<file path="config.mk">
export PLATFORM = sky130hd
export DESIGN_NAME = i2c_tg_slave
export DESIGN_NICKNAME = d
export VERILOG_FILES = /design/src/rtl/i2c_tg_pkg.sv /design/src/rtl/i2c_tg_bus_cond.sv /design/src/rtl/i2c_tg_ctrl_reg.sv /design/src/rtl/i2c_tg_slave.sv
export SDC_FILE = /design/constraint.sdc
export NUM_CORES = 1
export LEC_CHECK = 0
export ABC_AREA = 1
export CAP_MARGIN = 20
export CORE_MARGIN = 10
export CORE_UTILIZATION = 49
export CTS_CLUSTER_SIZE = 28
export DETAILED_ROUTE_END_ITERATION = 6
export GPL_TIMING_DRIVEN = 0
export PLACE_DENSITY = 0.7
export SETUP_SLACK_MARGIN = 0.2
export SYNTH_ARGS = -nofsm -noshare
export SYNTH_HDL_FRONTEND = slang
export SYNTH_SLANG_ARGS = --single-unit
</file>
<file path="constraint.sdc">
create_clock -name clk -period 5.1 [get_ports clk]
set_clock_uncertainty 0.2 [all_clocks]
set_input_delay 1.02 -clock clk [delete_from_list [all_inputs] [get_ports clk]]
set_output_delay 1.02 -clock clk [all_outputs]
set_load 0.01 [all_outputs]
</file>
<file path="src/rtl/i2c_tg_pkg.sv">
package i2c_tg_pkg;

    localparam int BYTE_W = 8;
    localparam int WORD_W = 16;
    localparam int BIT_CNT_W = $clog2(BYTE_W + 1);

    typedef enum logic [1:0] {
        SECT_CTRL  = 2'd0,
        SECT_DEMOD = 2'd1,
        SECT_PROC  = 2'd2
    } sect_e;

    typedef enum logic [2:0] {
        ST_IDLE,
        ST_RX,
        ST_RACK,
        ST_TX,
        ST_TACK,
        ST_WAIT
    } bus_st_e;

    typedef enum logic [2:0] {
        P_DEV,
        P_SUB,
        P_AHI,
        P_ALO,
        P_DHI,
        P_DLO,
        P_END
    } tg_pos_e;

    typedef struct packed {
        sect_e sect;
        logic  rd;
    } sub_t;

    function automatic logic [BYTE_W-1:0] dev_base(input logic [1:0] sel);
        case (sel)
            2'd1:    return 8'h84;
            2'd2:    return 8'h88;
            default: return 8'h80;
        endcase
    endfunction

    function automatic logic sub_valid(input logic [BYTE_W-1:0] s);
        return (s == 8'h00) || (s >= 8'h10 && s <= 8'h13);
    endfunction

    function automatic sub_t sub_decode(input logic [BYTE_W-1:0] s);
        sub_t r;
        r.rd = s[0];
        if (s == 8'h00)
            r.sect = SECT_CTRL;
        else if (s[1])
            r.sect = SECT_PROC;
        else
            r.sect = SECT_DEMOD;
        return r;
    endfunction

endpackage

</file>
<file path="src/rtl/i2c_tg_bus_cond.sv">
module i2c_tg_bus_cond #(
    parameter int SYNC_STAGES = 2
) (
    input  logic clk,
    input  logic rst,
    input  logic scl_i,
    input  logic sda_i,
    output logic scl_q,
    output logic sda_q,
    output logic scl_rise,
    output logic scl_fall,
    output logic start_det,
    output logic stop_det
);
    logic [SYNC_STAGES-1:0] scl_pipe;
    logic [SYNC_STAGES-1:0] sda_pipe;
    logic scl_d;
    logic sda_d;

    generate
        if (SYNC_STAGES > 1) begin : g_multi
            always_ff @(posedge clk) begin
                if (rst) begin
                    scl_pipe <= '1;
                    sda_pipe <= '1;
                end else begin
                    scl_pipe <= {scl_pipe[SYNC_STAGES-2:0], scl_i};
                    sda_pipe <= {sda_pipe[SYNC_STAGES-2:0], sda_i};
                end
            end
        end else begin : g_single
            always_ff @(posedge clk) begin
                if (rst) begin
                    scl_pipe <= '1;
                    sda_pipe <= '1;
                end else begin
                    scl_pipe <= scl_i;
                    sda_pipe <= sda_i;
                end
            end
        end
    endgenerate

    assign scl_q = scl_pipe[SYNC_STAGES-1];
    assign sda_q = sda_pipe[SYNC_STAGES-1];

    always_ff @(posedge clk) begin
        if (rst) begin
            scl_d <= 1'b1;
            sda_d <= 1'b1;
        end else begin
            scl_d <= scl_q;
            sda_d <= sda_q;
        end
    end

    assign scl_rise  = scl_q & ~scl_d;
    assign scl_fall  = ~scl_q & scl_d;
    // SDA may only change meaning while SCL is high on both samples
    assign start_det = scl_q & scl_d & sda_d & ~sda_q;
    assign stop_det  = scl_q & scl_d & ~sda_d & sda_q;

endmodule

</file>
<file path="src/rtl/i2c_tg_ctrl_reg.sv">
module i2c_tg_ctrl_reg
    import i2c_tg_pkg::*;
(
    input  logic              clk,
    input  logic              rst,
    input  logic              wr_en,
    input  logic [WORD_W-1:0] wr_data,
    output logic [WORD_W-1:0] ctrl_q,
    output logic              dev_reset
);
    always_ff @(posedge clk) begin
        if (rst)
            ctrl_q <= '0;
        else if (wr_en)
            ctrl_q <= wr_data;
    end

    assign dev_reset = ctrl_q[WORD_W-1];

    // the reset output follows the top bit of each control write
    a_r6_reset_tracks: assert property (@(posedge clk) disable iff (rst)
        wr_en |=> dev_reset == $past(wr_data[WORD_W-1]));

endmodule

</file>
<file path="src/rtl/i2c_tg_slave.sv">
module i2c_tg_slave
    import i2c_tg_pkg::*;
(
    input  logic        clk,
    input  logic        rst,
    input  logic        scl_i,
    input  logic        sda_i,
    input  logic [1:0]  addr_sel,
    output logic        sda_oe,
    output logic [1:0]  reg_sect,
    output logic [15:0] reg_addr,
    output logic [15:0] reg_wdata,
    output logic        reg_we,
    input  logic [15:0] reg_rdata,
    output logic        dev_reset
);
    logic scl_q, sda_q, scl_rise, scl_fall, start_det, stop_det;

    i2c_tg_bus_cond #(.SYNC_STAGES(2)) u_cond (
        .clk(clk), .rst(rst), .scl_i(scl_i), .sda_i(sda_i),
        .scl_q(scl_q), .sda_q(sda_q), .scl_rise(scl_rise), .scl_fall(scl_fall),
        .start_det(start_det), .stop_det(stop_det)
    );

    bus_st_e              st;
    tg_pos_e              pos;
    logic [BIT_CNT_W-1:0] bitcnt;
    logic [BYTE_W-1:0]    shreg;
    sub_t                 sub_q;
    logic [WORD_W-1:0]    addr_q;
    logic [WORD_W-1:0]    wdata_q;
    logic [BYTE_W-1:0]    dhi_q;
    logic [BYTE_W-1:0]    tx_lo;
    logic                 armed, pend_we, tx_go, tx_idx, mack;
    logic                 sda_oe_q, reg_we_q, ctrl_we;
    logic [WORD_W-1:0]    ctrl_q;
    logic [WORD_W-1:0]    tx_word;
    logic [BYTE_W-1:0]    base;
    logic                 byte_ok;

    i2c_tg_ctrl_reg u_ctrl (
        .clk(clk), .rst(rst), .wr_en(ctrl_we), .wr_data(wdata_q),
        .ctrl_q(ctrl_q), .dev_reset(dev_reset)
    );

    assign base    = dev_base(addr_sel);
    assign tx_word = (sub_q.sect == SECT_CTRL) ? ctrl_q : reg_rdata;

    // Acknowledge decision for the byte just shifted in
    always_comb begin
        case (pos)
            P_DEV:   byte_ok = (shreg == {base[7:1], 1'b0}) ||
                               ((shreg == {base[7:1], 1'b1}) && armed);
            P_SUB:   byte_ok = sub_valid(shreg);
            P_AHI, P_ALO, P_DHI, P_DLO: byte_ok = 1'b1;
            default: byte_ok = 1'b0;
        endcase
    end

    always_ff @(posedge clk) begin
        if (rst) begin
            st       <= ST_IDLE;
            pos      <= P_DEV;
            bitcnt   <= '0;
            shreg    <= '0;
            sub_q    <= '{sect: SECT_CTRL, rd: 1'b0};
            addr_q   <= '0;
            wdata_q  <= '0;
            dhi_q    <= '0;
            tx_lo    <= '0;
            armed    <= 1'b0;
            pend_we  <= 1'b0;
            tx_go    <= 1'b0;
            tx_idx   <= 1'b0;
            mack     <= 1'b0;
            sda_oe_q <= 1'b0;
            reg_we_q <= 1'b0;
            ctrl_we  <= 1'b0;
        end else begin
            reg_we_q <= 1'b0;
            ctrl_we  <= 1'b0;
            if (stop_det) begin
                st       <= ST_IDLE;
                sda_oe_q <= 1'b0;
                armed    <= 1'b0;
                pend_we  <= 1'b0;
                tx_go    <= 1'b0;
            end else if (start_det && st != ST_WAIT) begin
                st       <= ST_RX;
                pos      <= P_DEV;
                bitcnt   <= '0;
                sda_oe_q <= 1'b0;
                pend_we  <= 1'b0;
                tx_go    <= 1'b0;
            end else begin
                case (st)
                    ST_RX: begin
                        if (scl_rise) begin
                            shreg  <= {shreg[BYTE_W-2:0], sda_q};
                            bitcnt <= bitcnt + 1'b1;
                        end else if (scl_fall && bitcnt == BIT_CNT_W'(BYTE_W)) begin
                            bitcnt <= '0;
                            if (byte_ok) begin
                                st       <= ST_RACK;
                                sda_oe_q <= 1'b1;
                                case (pos)
                                    P_DEV: begin
                                        if (shreg[0]) begin
                                            tx_go <= 1'b1;
                                            pos   <= P_END;
                                        end else begin
                                            pos <= P_SUB;
                                        end
                                    end
                                    P_SUB: begin
                                        sub_q <= sub_decode(shreg);
                                        armed <= (shreg == 8'h00);
                                        pos   <= (shreg == 8'h00) ? P_DHI : P_AHI;
                                    end
                                    P_AHI: begin
                                        addr_q[15:8] <= shreg;
                                        pos          <= P_ALO;
                                    end
                                    P_ALO: begin
                                        addr_q[7:0] <= shreg;
                                        if (sub_q.rd) begin
                                            armed <= 1'b1;
                                            pos   <= P_END;
                                        end else begin
                                            pos <= P_DHI;
                                        end
                                    end
                                    P_DHI: begin
                                        dhi_q <= shreg;
                                        pos   <= P_DLO;
                                    end
                                    P_DLO: begin
                                        wdata_q <= {dhi_q, shreg};
                                        pend_we <= 1'b1;
                                        pos     <= P_END;
                                    end
                                    default: pos <= P_END;
                                endcase
                            end else begin
                                st       <= ST_WAIT;
                                sda_oe_q <= 1'b0;
                            end
                        end
                    end
                    ST_RACK: begin
                        if (scl_fall) begin
                            bitcnt <= '0;
                            if (tx_go) begin
                                tx_go    <= 1'b0;
                                shreg    <= tx_word[15:8];
                                tx_lo    <= tx_word[7:0];
                                tx_idx   <= 1'b0;
                                sda_oe_q <= ~tx_word[15];
                                st       <= ST_TX;
                            end else begin
                                sda_oe_q <= 1'b0;
                                st       <= ST_RX;
                                if (pend_we) begin
                                    pend_we <= 1'b0;
                                    if (sub_q.sect == SECT_CTRL)
                                        ctrl_we <= 1'b1;
                                    else
                                        reg_we_q <= 1'b1;
                                end
                            end
                        end
                    end
                    ST_TX: begin
                        if (scl_fall) begin
                            if (bitcnt == BIT_CNT_W'(BYTE_W - 1)) begin
                                sda_oe_q <= 1'b0;
                                bitcnt   <= '0;
                                st       <= ST_TACK;
                            end else begin
                                shreg    <= {shreg[BYTE_W-2:0], 1'b0};
                                sda_oe_q <= ~shreg[BYTE_W-2];
                                bitcnt   <= bitcnt + 1'b1;
                            end
                        end
                    end
                    ST_TACK: begin
                        if (scl_rise) begin
                            mack <= ~sda_q;
                        end else if (scl_fall) begin
                            if (mack && !tx_idx) begin
                                shreg    <= tx_lo;
                                sda_oe_q <= ~tx_lo[BYTE_W-1];
                                tx_idx   <= 1'b1;
                                bitcnt   <= '0;
                                st       <= ST_TX;
                            end else begin
                                st <= ST_WAIT;
                            end
                        end
                    end
                    default: ;
                endcase
            end
        end
    end

    assign sda_oe    = sda_oe_q;
    assign reg_we    = reg_we_q;
    assign reg_sect  = sub_q.sect;
    assign reg_addr  = addr_q;
    assign reg_wdata = wdata_q;

    // a strobe is a single-cycle pulse
    a_r4_we_single: assert property (@(posedge clk) disable iff (rst)
        reg_we |=> !reg_we);

    // strobes only target a bank, never the control section
    a_r4_we_bank: assert property (@(posedge clk) disable iff (rst)
        reg_we |-> (reg_sect == SECT_DEMOD || reg_sect == SECT_PROC));

    // while ignoring the bus the line stays released
    a_r3_wait_released: assert property (@(posedge clk) disable iff (rst)
        (st == ST_WAIT) |-> !sda_oe);

    // the block only starts pulling SDA while SCL is low
    a_r2_drive_scl_low: assert property (@(posedge clk) disable iff (rst)
        $rose(sda_oe) |-> !scl_q);

    // a stop always returns to idle with SDA released
    a_r9_stop_idle: assert property (@(posedge clk) disable iff (rst)
        stop_det |=> (st == ST_IDLE && !sda_oe));

endmodule

</file>
==> out/results.ini <==
[status]
status = complete, no violations

[detailed_routing]
avgRoutedWirePerCell_um = 16.71
drc_errors = 0
drt_iter0_markers = 348
drt-pass1-iter-count = 5
vias = 4328
viasPerCell = 5.513
wl_um = 13120
final_antenna_net_count = 0

[sta]
fin_crit_sh = 0.5135
rsz0062_at_grt = no
setup_viol = 0
layout_setup_ws_ns = 2.481
min_period_ns = 2.619
hold_viol_final = 0
tightest_slew_ns = 0.7037
drv_slew = 0
tns_ns = 0
slew_headroom = 0.5309
max_freq_ghz = 0.3819

[final_layout]
fin_area_sq_mm = 0.005358
final_common_cell = nand2_1
area_growth_pct = 20.04
finish.utilization = 0.6084
nets = 696
drive_gt1_frac = 0.1123
fillCellCount = 830
layout_common_cells = nand2_1 (100), dfxtp_1 (99), o21ai_0 (79)
insertedDiodeCount = 0

[pwr]
peakVddDrop_v = 0.0001447
power.leakage_nw = 2.172
cellPowerDensity_mw_per_mm2 = 384.4
power_mw = 2.059

[hold_path]
holdPathStages = 1
worstHoldPathType = reg2reg

[logic_synthesis]
synth_edf_count = 0
syn-cell-area_sq_mm = 0.004463
synth_top_flop_cell = dfxtp_1
synth_cell_types = 33
ys_seq_area_frac = 0.4441
syn_nets = 628
async_flop_share = 0
synth_cells = 604
synth_warnings = 0
ys_ff_latch = 99
synth.avg_cell_area_sq_um = 7.389

[cts]
tritoncts = done
cts_buffers = 9
root_buffer = clkbuf_8
clockBufferDepth = 2
cts_resized = 0
htree_levels = 3
cts_hold_buf = 0
clkSinkCount = 99
clk_pin_slew_worst_paths_ns = 0.11
cts_setup_buffers = 0
clock_latency_ns = 0.37

[placement]
dp_slack_ns = 2.153
place.gp.congestion = 0.9347
placement.io_buffers = 57
placed_cell_area_sq_mm = 0.005169
dpl.hpwl_um = 9950

[global_routing]
grt_pass1_wl_um = 20870
grt_max_degree = 19
grt_usage = 0.1975
first_global_vias = 4037
overflow = 0
antenna_found_initial = 0

[floorplan]
placementRows = 34
die_area_sq_mm = 0.01333
die_h_um = 115.4
start_util = 0.5068
die_w_um = 115.4
fp.coreArea_sq_mm = 0.008806
ios = 59

[worst_setup_path]
path_depth = 2
cp-end-kind = output port
critPathArrivalTime_ns = 1.40
worstSetupPathType = reg2out
critPathMaxFanout = 3
max_stage_delay_ns = 0.52
worst-path-buf-inv = 2
cp-start-kind = flop
ff2ff_path_depth = 7
worstPathCellList = buf_4 -> clkdlybuf4s50_1
crit_family = buffers and inverters
required_ns = 3.88
cp_slowest_cell = clkdlybuf4s50_1

[job]
drv_cap = 0

==> worst register-to-register path, stage by stage, from the launching register on <==
cell and delay, ns:
dfxtp_1 0.35, nor2_2 0.43, inv_1 0.22, clkbuf_1 0.27, o21ai_0 0.21, o221ai_1 0.17
o21ai_0 0.21, a21oi_1 0.06
==> power breakdown <==
group          internal [mW]  switching, mW  total (mW)
Sequential             0.823         0.0561       0.879
Combinational          0.223          0.469       0.692
Clock                  0.189          0.300       0.489
Total                   1.23          0.825        2.06
==> cell type report <==
cell class | instances | area (sq um) | area share
clock inverters | 6 | 61.31 | 0.01144
clock buffers | 10 | 127.6 | 0.02382
flip-flops and latches | 99 | 1982 | 0.3699
well taps | 108 | 135.1 | 0.02522
multi-input cells | 413 | 2087 | 0.3895
repair buffers | 57 | 570.5 | 0.1065
inverters | 66 | 250.2 | 0.04671
plain buffers | 26 | 143.9 | 0.02686
==> cell usage after synthesis (all sizes together) (2+ instances only) <==
cell type,number,share of area
nand4,8,0.011
a31oi,13,0.018
nand3,31,0.044
nor2,67,0.065
inv,66,0.056
ha,2,0.0056
o221ai,7,0.014
nand2,109,0.099
or2,5,0.0070
dfxtp,99,0.44
nor3,10,0.016
a21oi,76,0.089
clkbuf,14,0.012
buf,12,0.020
o21ai,82,0.094
==> flip-flops by register name, summed over array words and instances (netlist names), 4 cells and up <==
| signal | count |
|---|---|
| reg_addr | 16 |
| reg_wdata | 16 |
| u_ctrl.ctrl_q | 16 |
| dhi_q | 8 |
| shreg | 8 |
| tx_lo | 8 |
| bitcnt | 4 |
==> per-stage QoR <==
stage	hold WS [ns]	instances
5_1_grt	0.2507	785
4_1_cts	0.2304	785
2_1_floorplan	0.1895	604
3_3_place_gp	0.1912	769
3_5_place_dp	0.2012	769
6_report	0.2234	785
==> kinds of logic after synthesis <==
family,count (synthesis),share of synthesized area
simple gates,230,0.2422
compound gates,181,0.2198
flops,99,0.4441
buf+inv,92,0.08831
fa+ha+maj,2,0.005606
==> final timing paths <==
path | startpoint | end | slack (ns)
hold / removal | u_cond.sda_pipe[0]$_SDFF_PP1_ | u_cond.sda_pipe[1]$_SDFF_PP1_ | 0.22
setup / recovery | reg_sect[1]$_SDFFE_PP0P_ | reg_sect[1] | 2.48
hold reg to reg | u_cond.sda_pipe[0]$_SDFF_PP1_ | u_cond.sda_pipe[1]$_SDFF_PP1_ | 0.22
setup reg to reg | reg_sect[1]$_SDFFE_PP0P_ | shreg[6]$_SDFFE_PP0P_ | 2.87
==> layer usage <==
metal / GRT usage / vias to the layer above / part of all wire
li1: - / 2153 / -
met1: 0.2531 / 2019 / 0.44
met4: 0.06250 / 0 / 0.017
met3: 0.05323 / 16 / 0.071
met5: 0 / - / 0
met2: 0.3169 / 140 / 0.47
No activity file was read; power rests on OpenSTA's default activity.
